===== config.mk =====
export PLATFORM = sky130hd
export DESIGN_NAME = gp_timer
export DESIGN_NICKNAME = d
export VERILOG_FILES = /design/src/rtl/gpt_pkg.sv /design/src/rtl/gpt_prescaler.sv /design/src/rtl/gpt_counter.sv /design/src/rtl/gpt_capture.sv /design/src/rtl/gp_timer.sv
export SDC_FILE = /design/constraint.sdc
export NUM_CORES = 1
export LEC_CHECK = 0
export BUFFER_PORTS_ARGS = -buffer_cell sky130_fd_sc_hd__buf_2
export CORE_MARGIN = 3
export CORE_UTILIZATION = 32
export DETAILED_ROUTE_END_ITERATION = 10
export PLACE_DENSITY = 0.57
export SETUP_SLACK_MARGIN = 0.2
export SYNTH_ARGS = -nofsm -noshare
export SYNTH_HDL_FRONTEND = slang
export SYNTH_SLANG_ARGS = --single-unit

===== constraint.sdc =====
create_clock -name clk -period 3.1 [get_ports clk]
set_input_delay 0.465 -clock clk [delete_from_list [all_inputs] [get_ports clk]]
set_output_delay 0.465 -clock clk [all_outputs]
set_load 0.01 [all_outputs]

===== src/rtl/gpt_pkg.sv =====
package gpt_pkg;

    // Control register layout, MSB first (bits 10..0)
    typedef struct packed {
        logic [2:0] irq_en;    // [2]=rising capture, [1]=falling capture, [0]=match
        logic [1:0] cap_sel;   // [1]=falling edges, [0]=rising edges
        logic       run;
        logic       one_shot;
        logic [3:0] psc_code;
    } ctrl_t;

    localparam int CTRL_W = $bits(ctrl_t);

    typedef enum logic [2:0] {
        RG_CTRL   = 3'd0,
        RG_STAT   = 3'd1,
        RG_CMP    = 3'd2,
        RG_CNT    = 3'd3,
        RG_RCAP   = 3'd4,
        RG_FCAP   = 3'd5,
        RG_NONE   = 3'd7
    } reg_idx_t;

    localparam int NUM_REGS = 6;

    // Clamp a prescaler code to the largest supported exponent
    function automatic int eff_code(input logic [3:0] code, input int max_code);
        return (int'(code) > max_code) ? max_code : int'(code);
    endfunction

endpackage


===== src/rtl/gpt_prescaler.sv =====
module gpt_prescaler #(
    parameter int PSC_MAX = 8
) (
    input  logic       clk,
    input  logic       rst,
    input  logic       en,
    input  logic [3:0] code,
    output logic       tick
);
    import gpt_pkg::*;

    localparam int PW = (PSC_MAX > 0) ? PSC_MAX : 1;

    logic [PW-1:0] div_q;
    logic [PW-1:0] limit;

    always_comb begin
        limit = '0;
        for (int i = 0; i < PW; i++) begin
            if (i < eff_code(code, PSC_MAX)) limit[i] = 1'b1;
        end
    end

    assign tick = en && (div_q == limit);

    always_ff @(posedge clk) begin
        if (rst || !en)  div_q <= '0;
        else if (tick)   div_q <= '0;
        else             div_q <= div_q + 1'b1;
    end

    // any code above zero spaces ticks at least two clocks apart
    a_r2_tick_spacing: assert property (@(posedge clk) disable iff (rst)
        (tick && en && code != 4'd0) |=> !tick);

endmodule


===== src/rtl/gpt_counter.sv =====
module gpt_counter #(
    parameter int W = 16
) (
    input  logic         clk,
    input  logic         rst,
    input  logic         tick,
    input  logic         one_shot,
    input  logic [W-1:0] cmp,
    input  logic         ld,
    input  logic [W-1:0] ld_val,
    output logic [W-1:0] cnt,
    output logic         match,
    output logic         stop
);
    assign match = tick && (cnt == cmp);
    assign stop  = match && one_shot;

    always_ff @(posedge clk) begin
        if (rst)             cnt <= '0;
        else if (ld)         cnt <= ld_val;
        else if (match)      cnt <= one_shot ? cnt : '0;
        else if (tick)       cnt <= cnt + 1'b1;
    end

    // no tick and no load keeps the count
    a_r3_hold: assert property (@(posedge clk) disable iff (rst)
        (!tick && !ld) |=> $stable(cnt));
    // auto-reload returns to zero after a match
    a_r4_reload: assert property (@(posedge clk) disable iff (rst)
        (match && !one_shot && !ld) |=> (cnt == '0));
    // single-shot freezes on a match
    a_r5_freeze: assert property (@(posedge clk) disable iff (rst)
        (match && one_shot && !ld) |=> $stable(cnt));

endmodule


===== src/rtl/gpt_capture.sv =====
module gpt_capture #(
    parameter int W = 16
) (
    input  logic         clk,
    input  logic         rst,
    input  logic         pin,
    input  logic [1:0]   sel,
    input  logic [W-1:0] cnt,
    output logic [W-1:0] rcap,
    output logic [W-1:0] fcap,
    output logic         rhit,
    output logic         fhit
);
    logic meta_q, sync_q, prev_q;

    always_ff @(posedge clk) begin
        if (rst) begin
            meta_q <= 1'b0;
            sync_q <= 1'b0;
            prev_q <= 1'b0;
        end else begin
            meta_q <= pin;
            sync_q <= meta_q;
            prev_q <= sync_q;
        end
    end

    assign rhit = sel[0] &&  sync_q && !prev_q;
    assign fhit = sel[1] && !sync_q &&  prev_q;

    always_ff @(posedge clk) begin
        if (rst) begin
            rcap <= '0;
            fcap <= '0;
        end else begin
            if (rhit) rcap <= cnt;
            if (fhit) fcap <= cnt;
        end
    end

    // a selected edge stores the count present in that cycle
    a_r7_rise_store: assert property (@(posedge clk) disable iff (rst)
        rhit |=> (rcap == $past(cnt)));
    a_r7_fall_store: assert property (@(posedge clk) disable iff (rst)
        fhit |=> (fcap == $past(cnt)));

endmodule


===== src/rtl/gp_timer.sv =====
module gp_timer #(
    parameter int          CNT_W   = 16,
    parameter int          PSC_MAX = 8,
    parameter int          ADDR_W  = 8,
    parameter int          DATA_W  = 32,
    parameter logic [7:0]  BASE    = 8'h80
) (
    input  logic              clk,
    input  logic              rst,
    input  logic              bus_wr,
    input  logic [ADDR_W-1:0] bus_addr,
    input  logic [DATA_W-1:0] bus_wdata,
    output logic [DATA_W-1:0] bus_rdata,
    input  logic              cap_in,
    output logic              irq
);
    import gpt_pkg::*;

    localparam int SPAN = 4 * NUM_REGS;

    ctrl_t              ctrl_q;
    logic [2:0]         stat_q;
    logic [CNT_W-1:0]   cmp_q;
    logic [CNT_W-1:0]   cnt;
    logic [CNT_W-1:0]   rcap, fcap;
    logic               tick, match, stop, rhit, fhit;
    reg_idx_t           idx;
    logic [ADDR_W-1:0]  offs;

    // Address decode
    assign offs = bus_addr - ADDR_W'(BASE);
    always_comb begin
        idx = RG_NONE;
        if (bus_addr >= ADDR_W'(BASE) && int'(offs) < SPAN && offs[1:0] == 2'b00)
            idx = reg_idx_t'(offs[4:2]);
    end

    logic wr_ctrl, wr_stat, wr_cmp, wr_cnt;
    assign wr_ctrl = bus_wr && (idx == RG_CTRL);
    assign wr_stat = bus_wr && (idx == RG_STAT);
    assign wr_cmp  = bus_wr && (idx == RG_CMP);
    assign wr_cnt  = bus_wr && (idx == RG_CNT);

    gpt_prescaler #(.PSC_MAX(PSC_MAX)) u_psc (
        .clk  (clk),
        .rst  (rst),
        .en   (ctrl_q.run),
        .code (ctrl_q.psc_code),
        .tick (tick)
    );

    gpt_counter #(.W(CNT_W)) u_cnt (
        .clk      (clk),
        .rst      (rst),
        .tick     (tick),
        .one_shot (ctrl_q.one_shot),
        .cmp      (cmp_q),
        .ld       (wr_cnt),
        .ld_val   (bus_wdata[CNT_W-1:0]),
        .cnt      (cnt),
        .match    (match),
        .stop     (stop)
    );

    gpt_capture #(.W(CNT_W)) u_cap (
        .clk  (clk),
        .rst  (rst),
        .pin  (cap_in),
        .sel  (ctrl_q.cap_sel),
        .cnt  (cnt),
        .rcap (rcap),
        .fcap (fcap),
        .rhit (rhit),
        .fhit (fhit)
    );

    // Control and compare
    always_ff @(posedge clk) begin
        if (rst) begin
            ctrl_q <= '0;
            cmp_q  <= '1;
        end else begin
            if (wr_ctrl)      ctrl_q     <= ctrl_t'(bus_wdata[CTRL_W-1:0]);
            else if (stop)    ctrl_q.run <= 1'b0;
            if (wr_cmp)       cmp_q      <= bus_wdata[CNT_W-1:0];
        end
    end

    // Status: write-one-to-clear, new events win
    logic [2:0] clr, evt;
    assign clr = wr_stat ? bus_wdata[2:0] : 3'b000;
    assign evt = {rhit, fhit, match};

    always_ff @(posedge clk) begin
        if (rst) stat_q <= '0;
        else     stat_q <= (stat_q & ~clr) | evt;
    end

    assign irq = |(stat_q & ctrl_q.irq_en);

    // Read mux
    always_comb begin
        bus_rdata = '0;
        unique case (idx)
            RG_CTRL: bus_rdata[CTRL_W-1:0] = ctrl_q;
            RG_STAT: bus_rdata[2:0]        = stat_q;
            RG_CMP:  bus_rdata[CNT_W-1:0]  = cmp_q;
            RG_CNT:  bus_rdata[CNT_W-1:0]  = cnt;
            RG_RCAP: bus_rdata[CNT_W-1:0]  = rcap;
            RG_FCAP: bus_rdata[CNT_W-1:0]  = fcap;
            default: bus_rdata = '0;
        endcase
    end

    // a clear with no coincident match leaves the match flag low
    a_r8_w1c: assert property (@(posedge clk) disable iff (rst)
        (wr_stat && bus_wdata[0] && !match) |=> !stat_q[0]);
    // single-shot completion drops the run bit
    a_r5_run_off: assert property (@(posedge clk) disable iff (rst)
        (stop && !wr_ctrl) |=> !ctrl_q.run);
    // no flags means no interrupt
    a_r9_quiet: assert property (@(posedge clk) disable iff (rst)
        (stat_q == 3'b000) |-> !irq);

endmodule


==> results.ini <==
[status]
run_status=complete, no violations

[route]
routedWlPerCell_um=17.41
post-route-drc-count=0
routed_via_density=5.454
vias=4467
count_of_antenna_violating_nets_left_after_detailed_routing=0
drt_pre_antenna_iters=5
drt_iter0_markers=515
wl_mm=14.26

[logic_synthesis]
ys_dominant_reg_cell=sky130_fd_sc_hd__dfxtp_1
top_cell_type_s_share_of_synthesized_area=0.3723
synth.area.top_cells=sky130_fd_sc_hd__dfxtp_1 37%, sky130_fd_sc_hd__nand2_1 9.8%, sky130_fd_sc_hd__a21oi_1 5.5%
synth_area_um2=4786
async_reset_ff_frac=0
synth-seq-area-share=0.3723
syn-mean-instance-area_um2=7.924
synth_area_leader_cell=sky130_fd_sc_hd__dfxtp_1
synth_enable_flop_cells=0
yosysUniqueCellTypes=57
syn_inst=604
synthesized_flop_and_latch_total=89
ys.warnings.count=0

[critical_path]
crit_path_max_fanout=13
criticalPathCategory=input port to output port
critPathCaptureType=output port
worst_path_largest_cell_delay_ns=0.36
path_cells=buf_2 > nor4_1 > nand2_1 > nor2_1 > nand2_2 > o21ai_0 > a221o_1 > buf_2
crit_path_required_time_ns=2.63
crit_top_cell=sky130_fd_sc_hd__buf_2
critical-path-slowest-cell=sky130_fd_sc_hd__nor4_1
cp_data_arrival_time_ns=2.26
setup_crit_start_kind=input port
reg2reg_depth=7

[grt]
grt_pass1_wl_mm=21.97
global_route.usage.total=0.1708
grt-ovfl-total=0
grt_start_max_net_pins=39
first_global_vias=4153
antenna_found_initial=0

[floorplan]
design.die.area_um2=16460
initial_core_util=0.3280
chipWidth_um=128.3
placeableCoreArea_um2=14590
ioPinCount=77
die_h_um=128.3
std_cell_rows=44

[sta]
post-route-period-util=0.8790
final.setup.tns_ns=0
clock-skew-final_ns=0.007579
slew_violations=0
worst_slew_pin_slew_ns=0.8303
setup_violations=0
rsz_0062_raised_after_global_routing=true
final.hold.worst_slack_ns=0.3298
finalCriticalPeriod_ns=2.725
achievable-frequency_mhz=367.0
timing.max_slew.rel_slack=0.4448
finalHoldViolCount=0

[clock_network]
clkLatencyLatePin_ns=0.34
cts_h_tree_lvls=3
clock-sinks=89
cts_buffers=9
tritoncts=yes
cts.clk_slew.worst_paths_ns=0.06
clock_path_buffers=2
root_buffer=sky130_fd_sc_hd__clkbuf_16

[cells_and_area]
final_net_count=677
syn2layout_area_growth_pct=14.43
post_route_cells_drive_above_1_share=0.1622
diodes=0

[power]
power_switching_share=0.2240
p_comb_frac=0.051
power.share.clock=0.482
p_int_mw=1.947
power_mw=2.509
power.sequential.fraction=0.467
peakVddDrop_v=0.0002349
power_density_nw_per_um2=458.1
total_switching_power_uw=561.9
power_leakage_nw=2.006

[place]
placer_congestion=0.8663
detailed_placement_hpwl_mm=10.17
io_buffer_count=44

[run]
max_cap_viol_count=0

[worst_hold_path]
timing.hold.worst_path_depth=2
path_class_of_the_lowest_slack_min_delay_path=input port to flip-flop

final timing paths:
kind	slack, ns	endpoint	from
setup / recovery	0.38	bus_rdata[3]	bus_addr[6]
hold / removal	0.33	u_cap.meta_q	cap_in
setup reg to reg	0.41	u_cnt.cnt[11]	ctrl_q[1]
hold reg to reg	0.44	u_cap.sync_q	u_cap.meta_q
metal layers:
layer	routed length, um	global-route usage	up-vias	share of wire
li1	-	-	2145	-
met1	6298	0.2337	2134	0.44
met2	6737	0.2758	165	0.47
met3	933	0.02250	23	0.065
met4	292	0.05993	0	0.020
met5	0	0	-	0
worst max-delay path: cells and delay by family:
kind                   cells  cell delay (ns)
AND/OR/NAND/NOR            4             1.08
buffers and inverters      2             0.22
AO/OA/AOI/OAI              2             0.49
metrics by stage:
step / setup WS, ns / cells / area (um2) / utilization
after floorplan: 0.5495 / 619 / 4842 / -
after global placement: 0.3107 / 804 / 5144 / 0.3526
after detailed placement: 0.2856 / 804 / 5144 / 0.3526
after CTS: 0.2835 / 819 / 5473 / 0.3751
after global routing: 0.1861 / 819 / 5477 / 0.3754
final: 0.3752 / 819 / 5477 / 0.3754
cell usage in the layout, fill, tap and decap left out, types with 11 or more instances in the layout:
cell type / n
sky130_fd_sc_hd__nand2_1: 124
sky130_fd_sc_hd__nor3_1: 11
sky130_fd_sc_hd__dfxtp_1: 88
sky130_fd_sc_hd__conb_1: 16
sky130_fd_sc_hd__and3_1: 22
sky130_fd_sc_hd__o21ai_0: 16
sky130_fd_sc_hd__xor2_1: 20
sky130_fd_sc_hd__nor2_1: 32
sky130_fd_sc_hd__buf_4: 22
sky130_fd_sc_hd__nand3_1: 17
sky130_fd_sc_hd__buf_2: 44
sky130_fd_sc_hd__a211o_1: 16
sky130_fd_sc_hd__a21oi_1: 53
sky130_fd_sc_hd__mux2i_1: 14
area by class of cell:
class / instances / area (um2)
Fill cell: 1450 / 9112
Multi-Input combinational cell: 458 / 2723
Sequential cell: 89 / 1783
Timing Repair Buffer: 66 / 385.4
Clock buffer: 11 / 252.7
Tap cell: 184 / 230.2
Clock inverter: 4 / 76.32
Inverter: 7 / 26.28
cell usage after synthesis, drive strengths merged (4+ instances only):
library cell  number
and2               6
nand3             18
o21ai             17
inv                7
a21o               4
nand3b             4
nor3              13
nor2              32
xnor2              6
and3              22
buf               21
clkbuf            44
a211o             16
a31oi             10
a221o             10
or2                5
mux2i             14
a22oi              8
dfxtp             89
xor2              20
a21oi             53
nor2b              5
nand2            126
nand4              6
nor4               8
state kept, by name (all words and copies together) (netlist names):
| signal | cells |
|---|---|
| cmp_q | 16 |
| ctrl_q | 11 |
| stat_q | 3 |
| u_cap.fcap | 16 |
| u_cap.meta_q | 1 |
| u_cap.prev_q | 1 |
| u_cap.rcap | 16 |
| u_cap.sync_q | 1 |
| u_cnt.cnt | 16 |
| u_psc.div_q | 8 |
logic make-up after synthesis:
kind of cell | count (synthesis) | synth area share
simple gates | 257 | 0.2567
compound gates | 140 | 0.2008
flops | 89 | 0.3723
buf+inv | 72 | 0.07320
xor+xnor | 26 | 0.04758
mux | 17 | 0.04340
fa+ha+maj | 2 | 0.005228
other cells | 1 | 0.0007836
power groups by stage:
stage	logic [mW]	registers, mW	clock network [mW]
2_1_floorplan	0.100	1.18	0
3_3_place_gp	0.124	1.20	0
3_5_place_dp	0.126	1.20	0
4_1_cts	0.127	1.17	1.23
5_1_grt	0.140	1.17	1.27
6_report	0.128	1.17	1.21
repair_timing:
item,CTS,global route
hold endpoints to repair,0,0
setup buffers,0,0
setup endpoints to repair,0,8
hold buffers,0,0
resized for setup,0,2
Note: power is estimated with default switching activity, not from simulation.
